--- config.mk ---
export PLATFORM = sky130hd
export DESIGN_NAME = byte_parity_path
export DESIGN_NICKNAME = d
export VERILOG_FILES = /design/src/rtl/bpar_pkg.sv /design/src/rtl/bpar_mode_ctl.sv /design/src/rtl/bpar_lane_gen.sv /design/src/rtl/bpar_lane_chk.sv /design/src/rtl/bpar_rd_stage.sv /design/src/rtl/byte_parity_path.sv
export SDC_FILE = /design/constraint.sdc
export NUM_CORES = 1
export LEC_CHECK = 0
export BUFFER_PORTS_ARGS = -buffer_cell sky130_fd_sc_hd__buf_2
export CAP_MARGIN = 40
export CORE_UTILIZATION = 46
export DETAILED_ROUTE_END_ITERATION = 10
export MAX_ROUTING_LAYER = met4
export PLACE_DENSITY = 0.87
export SLEW_MARGIN = 40
export SYNTH_ARGS = -nofsm -noshare
export SYNTH_HDL_FRONTEND = slang
export SYNTH_SLANG_ARGS = --single-unit
export TNS_END_PERCENT = 30
--- constraint.sdc ---
create_clock -name clk -period 2.6 [get_ports clk]
set_clock_uncertainty 0.15 [all_clocks]
set_input_delay 0.52 -clock clk [delete_from_list [all_inputs] [get_ports clk]]
set_output_delay 0.52 -clock clk [all_outputs]
set_load 0.01 [all_outputs]
--- src/rtl/bpar_pkg.sv ---
package bpar_pkg;

    localparam int unsigned BYTE_W = 8;
    localparam int unsigned LANE_W = BYTE_W + 1;

    typedef struct packed {
        logic odd;
        logic fake;
    } bpar_mode_t;

    typedef struct packed {
        logic              par;
        logic [BYTE_W-1:0] data;
    } bpar_lane_t;

    localparam bpar_mode_t MODE_RESET = '{odd: 1'b0, fake: 1'b0};

    // parity bit that makes the lane meet the selected rule
    function automatic logic make_par(input logic [BYTE_W-1:0] d, input logic odd);
        return (^d) ^ odd;
    endfunction

    // 1 when the lane breaks the selected rule
    function automatic logic lane_bad(input bpar_lane_t l, input logic odd);
        return (^{l.par, l.data}) ^ odd;
    endfunction

endpackage

--- src/rtl/bpar_mode_ctl.sv ---
module bpar_mode_ctl
    import bpar_pkg::*;
(
    input  logic       clk,
    input  logic       rst,
    input  logic       cfg_odd,
    input  logic       cfg_fake,
    input  logic       busy,
    output bpar_mode_t mode
);

    bpar_mode_t mode_q;

    always_ff @(posedge clk) begin
        if (rst) begin
            mode_q <= MODE_RESET;
        end else if (!busy) begin
            mode_q <= '{odd: cfg_odd, fake: cfg_fake};
        end
    end

    assign mode = mode_q;

    p_mode_hold_r10: assert property (@(posedge clk) disable iff (rst)
        busy |=> $stable(mode_q));

    p_mode_load_r10: assert property (@(posedge clk) disable iff (rst)
        !busy |=> (mode_q == {$past(cfg_odd), $past(cfg_fake)}));

endmodule

--- src/rtl/bpar_lane_gen.sv ---
module bpar_lane_gen
    import bpar_pkg::*;
#(
    parameter int unsigned NUM_BYTES = 4
) (
    input  logic                        odd,
    input  logic [NUM_BYTES*BYTE_W-1:0] data,
    output logic [NUM_BYTES*LANE_W-1:0] lanes
);

    for (genvar g = 0; g < NUM_BYTES; g++) begin : g_lane
        bpar_lane_t lane;
        always_comb begin
            lane.data = data[g*BYTE_W +: BYTE_W];
            lane.par  = make_par(lane.data, odd);
        end
        assign lanes[g*LANE_W +: LANE_W] = lane;

        always_comb begin
            a_lane_ok_r2: assert (lane_bad(lane, odd) == 1'b0);
        end
    end

endmodule

--- src/rtl/bpar_lane_chk.sv ---
module bpar_lane_chk
    import bpar_pkg::*;
#(
    parameter int unsigned NUM_BYTES = 4
) (
    input  bpar_mode_t                  mode,
    input  logic [NUM_BYTES*LANE_W-1:0] lanes,
    output logic [NUM_BYTES*BYTE_W-1:0] data,
    output logic [NUM_BYTES-1:0]        err
);

    for (genvar g = 0; g < NUM_BYTES; g++) begin : g_chk
        bpar_lane_t stored;
        bpar_lane_t seen;
        assign stored = lanes[g*LANE_W +: LANE_W];

        always_comb begin
            seen.data = stored.data;
            // fake mode rebuilds the bit from the data leaving the block
            seen.par  = mode.fake ? make_par(stored.data, mode.odd) : stored.par;
        end

        assign data[g*BYTE_W +: BYTE_W] = stored.data;
        assign err[g] = lane_bad(seen, mode.odd);
    end

endmodule

--- src/rtl/bpar_rd_stage.sv ---
module bpar_rd_stage
    import bpar_pkg::*;
#(
    parameter int unsigned NUM_BYTES = 4
) (
    input  logic                        clk,
    input  logic                        rst,
    input  logic                        vld_in,
    input  logic [NUM_BYTES*BYTE_W-1:0] data_in,
    input  logic [NUM_BYTES-1:0]        err_in,
    output logic                        vld_out,
    output logic [NUM_BYTES*BYTE_W-1:0] data_out,
    output logic [NUM_BYTES-1:0]        err_out,
    output logic                        any_out
);

    always_ff @(posedge clk) begin
        if (rst) begin
            vld_out  <= 1'b0;
            data_out <= '0;
            err_out  <= '0;
            any_out  <= 1'b0;
        end else begin
            vld_out <= vld_in;
            if (vld_in) begin
                data_out <= data_in;
                err_out  <= err_in;
                any_out  <= |err_in;
            end else begin
                err_out  <= '0;
                any_out  <= 1'b0;
            end
        end
    end

    p_lat_on_r9: assert property (@(posedge clk) disable iff (rst)
        vld_in |=> vld_out);

    p_lat_off_r9: assert property (@(posedge clk) disable iff (rst)
        !vld_in |=> !vld_out);

    p_quiet_idle_r9: assert property (@(posedge clk) disable iff (rst)
        !vld_out |-> (err_out == '0 && !any_out));

    p_any_or_r8: assert property (@(posedge clk) disable iff (rst)
        any_out == (err_out != '0));

endmodule

--- src/rtl/byte_parity_path.sv ---
module byte_parity_path
    import bpar_pkg::*;
#(
    parameter int unsigned NUM_BYTES = 4,
    localparam int unsigned DW = NUM_BYTES * BYTE_W,
    localparam int unsigned LW = NUM_BYTES * LANE_W
) (
    input  logic                 clk,
    input  logic                 rst,
    input  logic                 cfg_odd,
    input  logic                 cfg_fake,
    input  logic [DW-1:0]        wr_data,
    output logic [LW-1:0]        wr_lanes,
    input  logic                 rd_valid_in,
    input  logic [LW-1:0]        rd_lanes,
    output logic                 rd_valid_out,
    output logic [DW-1:0]        rd_data,
    output logic [NUM_BYTES-1:0] rd_err,
    output logic                 rd_err_any
);

    bpar_mode_t           mode;
    logic [DW-1:0]        chk_data;
    logic [NUM_BYTES-1:0] chk_err;

    bpar_mode_ctl i_mode (
        .clk      (clk),
        .rst      (rst),
        .cfg_odd  (cfg_odd),
        .cfg_fake (cfg_fake),
        .busy     (rd_valid_in),
        .mode     (mode)
    );

    bpar_lane_gen #(.NUM_BYTES(NUM_BYTES)) i_gen (
        .odd   (mode.odd),
        .data  (wr_data),
        .lanes (wr_lanes)
    );

    bpar_lane_chk #(.NUM_BYTES(NUM_BYTES)) i_chk (
        .mode  (mode),
        .lanes (rd_lanes),
        .data  (chk_data),
        .err   (chk_err)
    );

    bpar_rd_stage #(.NUM_BYTES(NUM_BYTES)) i_stage (
        .clk      (clk),
        .rst      (rst),
        .vld_in   (rd_valid_in),
        .data_in  (chk_data),
        .err_in   (chk_err),
        .vld_out  (rd_valid_out),
        .data_out (rd_data),
        .err_out  (rd_err),
        .any_out  (rd_err_any)
    );

    // mode cannot move between capture and output, so fake mode at output time holds
    p_fake_silent_r6: assert property (@(posedge clk) disable iff (rst)
        (mode.fake && rd_valid_out) |-> (rd_err == '0 && !rd_err_any));

    p_strip_r5: assert property (@(posedge clk) disable iff (rst)
        rd_valid_in |=> (rd_data == $past(chk_data)));

endmodule

# After elaboration in Yosys (flattened, before gate mapping)
# Cells that the tools add are included.
# op_classes
bitwise	13
mux	4
reduce_logical	14
# op_table
op	count
8-bit parity	8
9-bit parity	4
1-bit XOR	12
1-bit two-way mux	4
4-bit OR reduction	1
2-bit OR reduction	1
1-bit NOT	1
# word_totals
wordCells	37
regBits	40
output_inout_bits	74

# Depth between registers and ports, before layout
# logic_depth
word_depth	6
ltp_mapped	6
depth_no_buf	5

# Hierarchy
# A second synthesis with hierarchy kept.
# hier_totals
cells_unflattened	251
area_unflattened_um2	2613.8
# by_module_without_submodules
module	cells_per_inst	n_inst	area_per_inst_um2
bpar_rd_stage	116	1	1343.8
bpar_lane_chk	68	1	628.1
bpar_lane_gen	61	1	574.3
bpar_mode_ctl	6	1	67.6

# Worst setup path before layout
# Ideal clock, no wire load.
# synth_timing
kind	input to output
start	input wr_data[13]
end	output wr_lanes[17]
path_slack_ns	0.757
stages	4
t_required_ns	1.930
arrival_ns	1.173
cell_sequence	xnor2_1 xnor2_1 xnor2_1 xnor2_1
# synth_between
elab_chain_cells	2
# synth_rtl
item	line_no	text
start, declared	byte_parity_path.sv:12	input logic [DW-1:0] wr_data,
8-bit parity	bpar_pkg.sv:20	return (^d) ^ odd;
1-bit XOR	bpar_pkg.sv:20	
end, declared	byte_parity_path.sv:13	output logic [LW-1:0] wr_lanes,
# Every way passes these cells.

# Final worst setup path
# layout_timing
start	input wr_data[5]
end	output wr_lanes[8]
# The elaborated chain is that of the path after synthesis.

==> results_dict.tcl <==
set metrics [dict create \
    status "finished clean" \
    synth-xor-area-share_pct 28.7 \
    antenna_found_initial 0 \
    max_cap_viol_count 0 \
    synth_area_sq_um 2250 \
    cts_buffers 5 \
    avgSynthCellArea_sq_um 10.1 \
    die_x_um 71.9 \
    rows 25 \
    first_global_vias 1677 \
    r2r_start "i_mode.mode[1]" \
    drt-initial-drc-count 48 \
    whs_path_depth 3 \
    p_per_area_nw_per_um2 582 \
    holdCritPathClass "primary input to flop" \
    place_congestion 0.704 \
    hold_viol 0 \
    cts_root_buf "clkbuf_8" \
    grt_max_degree 19 \
    vias 1822 \
    place_hpwl_mm 4.15 \
    ir_drop_mv 0.442 \
    clk_pin_slew_worst_paths_ns 0.08 \
    nNetsFinal 411 \
    hold_end "i_mode.mode[0]" \
    insertion_delay_ns 0.29 \
    worst-endpoint-arrival_ns 1.51 \
    r2r_slack_ns 0.54 \
    yosys.area_share.simple_pct 6.85 \
    diodes 0 \
    synth_cells 222 \
    synth_top_family_by_area "XOR/XNOR gates" \
    cts_setup_buffers 0 \
    cts_resized 0 \
    grt-ovfl-total 0 \
    final_layout_size_suffix_gt1_share_pct 47.5 \
    hold_start "cfg_fake" \
    grt.total_usage_pct 19.4 \
    dr.pass1.iters 4 \
    r2r-end "i_stage.any_out" \
    async_flop_share_pct 0 \
    cts_tree "built" \
    critPathLaunchType "primary input" \
    p_leak_nw 1.54 \
    wl_per_cell_um 12.6 \
    detail-route-antenna-nets 0 \
    syn_to_final_growth_pct 30.2 \
    synth_edf_count 0 \
    reg2reg_depth 6 \
    ctsHoldBuffers 0 \
    ys_seq_area_share_pct 35.6 \
    initial_utilization_pct 47.6 \
    ys_ff_latch 40 \
    worstPathRequired_ns 1.93 \
    setup_viol 0 \
    ys_warn_count 0 \
    io_buffers 146 \
    final.setup.tns_ns 0 \
    slew_viol_final 0 \
    path_class "primary input to primary output" \
    die_h_um 71.9 \
    ctsHtreeMaxLevel 2 \
    cp-end-kind "primary output" \
    synthAdderAreaFrac_pct 0 \
    viasPerCell 4.49 \
    max_freq_mhz 458 \
    dieArea_sq_um 5170 \
    rsz0062_at_grt "no" \
    coreArea_sq_um 4720 \
    path_max_fanout 2 \
    drc_errors 0 \
    wirelength_mm 5.10 \
    synth.distinct_cells 16 \
    hold_slack_ns 0.309 \
    ys.flop_type "dfxtp_1" \
    syn_nets 295 \
    slew_headroom_pct 76.5 \
    synthMuxAreaShare_pct 15.1 \
    fin_crit_ns 2.18 \
    fin_crit_sh_pct 83.9 \
    grt_pass1_wl_mm 7.45 \
    ioPinCount 147 \
    clockBufferDepth 2 \
    clock_sinks 40 \
    worst_pin_slew_ns 0.353 \
    synth_compound_area_share_pct 0.780 \
]
-- synthesized netlist by cell type, types with 2 or more instances --
library cell	count	area, sq um
xnor2_1	44	385
dfxtp_1	40	801
mux2i_1	34	340
nor2_1	34	128
buf_4	32	240
xor2_1	12	105
clkbuf_1	5	18.8
nor3_1	4	20.0
xnor2_2	4	65.1
xnor3_1	4	90.1
buf_2	3	15.0
a21oi_1	2	10.0
-- cells by family (layout without fill, tap and decap cells) --
kind of cell,count (synthesis),count (layout)
AOI/OAI and AO/OA,3,3
and+or+nand+nor,39,39
muxes,34,34
DFF,40,40
xor gates and xnor gates,64,64
buffers and inverters,42,159
-- placed cells by master (no fill, tap or decap) --
cell type,instances
clkbuf_8,5
a21oi_1,2
nor3_1,4
buf_2,146
xnor2_1,44
bufinv_16,1
clkbuf_1,1
mux2i_1,34
buf_4,3
xor2_1,12
nor2_1,34
xnor3_1,4
dfxtp_1,40
clkinv_2,1
xnor2_2,4
nand2b_1,1
o21a_1,1
buf_12,1
inv_1,1
-- layout make-up --
class,count,area (sq um)
well taps,67,83.8
inverters,1,3.75
clock buffers,6,72.6
clock inverters,2,35.0
repair buffers,150,773
flip-flops and latches,40,801
fillers,405,1800
multi-input cells,140,1160
-- worst max-delay path, stage by stage --
cell,delay [ns]
buf_2,0.11
xnor2_1,0.24
xnor2_1,0.17
xnor2_1,0.16
xnor2_1,0.16
buf_2,0.16
-- through the flow --
step           power, mW  setup slack [ns]  instances  util (%)  area [sq um]
3_5_place_dp        1.23             0.411        398      59.7          2820
6_report            1.70             0.418        406      62.0          2930
4_1_cts             1.73             0.400        406      62.0          2930
3_3_place_gp        1.22             0.405        398      59.7          2820
2_1_floorplan       1.06             0.757        222         -          2250
5_1_grt             1.80             0.331        406      62.0          2930
-- flip-flops by register name, summed over array words and instances, names as in the netlist --
register,cells
i_mode.mode,2
i_stage.any_out,1
i_stage.data_out,32
i_stage.err_out,4
i_stage.vld_out,1
-- worst max-delay path by stage --
stage / startpoint / endpoint / slack [ns] / cells past startpoint
2_1_floorplan: wr_data[13] / wr_lanes[17] / 0.76 / 4
3_3_place_gp: wr_data[5] / wr_lanes[8] / 0.41 / 6
3_5_place_dp: wr_data[5] / wr_lanes[8] / 0.41 / 6
4_1_cts: wr_data[5] / wr_lanes[8] / 0.40 / 6
5_1_grt: i_mode.mode[1] / wr_lanes[8] / 0.33 / 4
6_report: wr_data[5] / wr_lanes[8] / 0.42 / 6
-- report_power, final --
group	total, mW	internal, mW	switching, mW	leakage, nW
logic	0.540	0.282	0.258	1.15
registers	0.675	0.655	0.0198	0.330
clock network	0.489	0.285	0.204	0.0552
-- metal layers --
metal	track usage [%]	vias to the layer above	share of wire (%)
li1	-	906	-
met1	20.0	827	38
met2	36.4	83	54
met3	5.14	6	6.3
met4	5.23	0	1.0
met5	-	-	0
No activity file was read; power rests on OpenSTA's default activity.
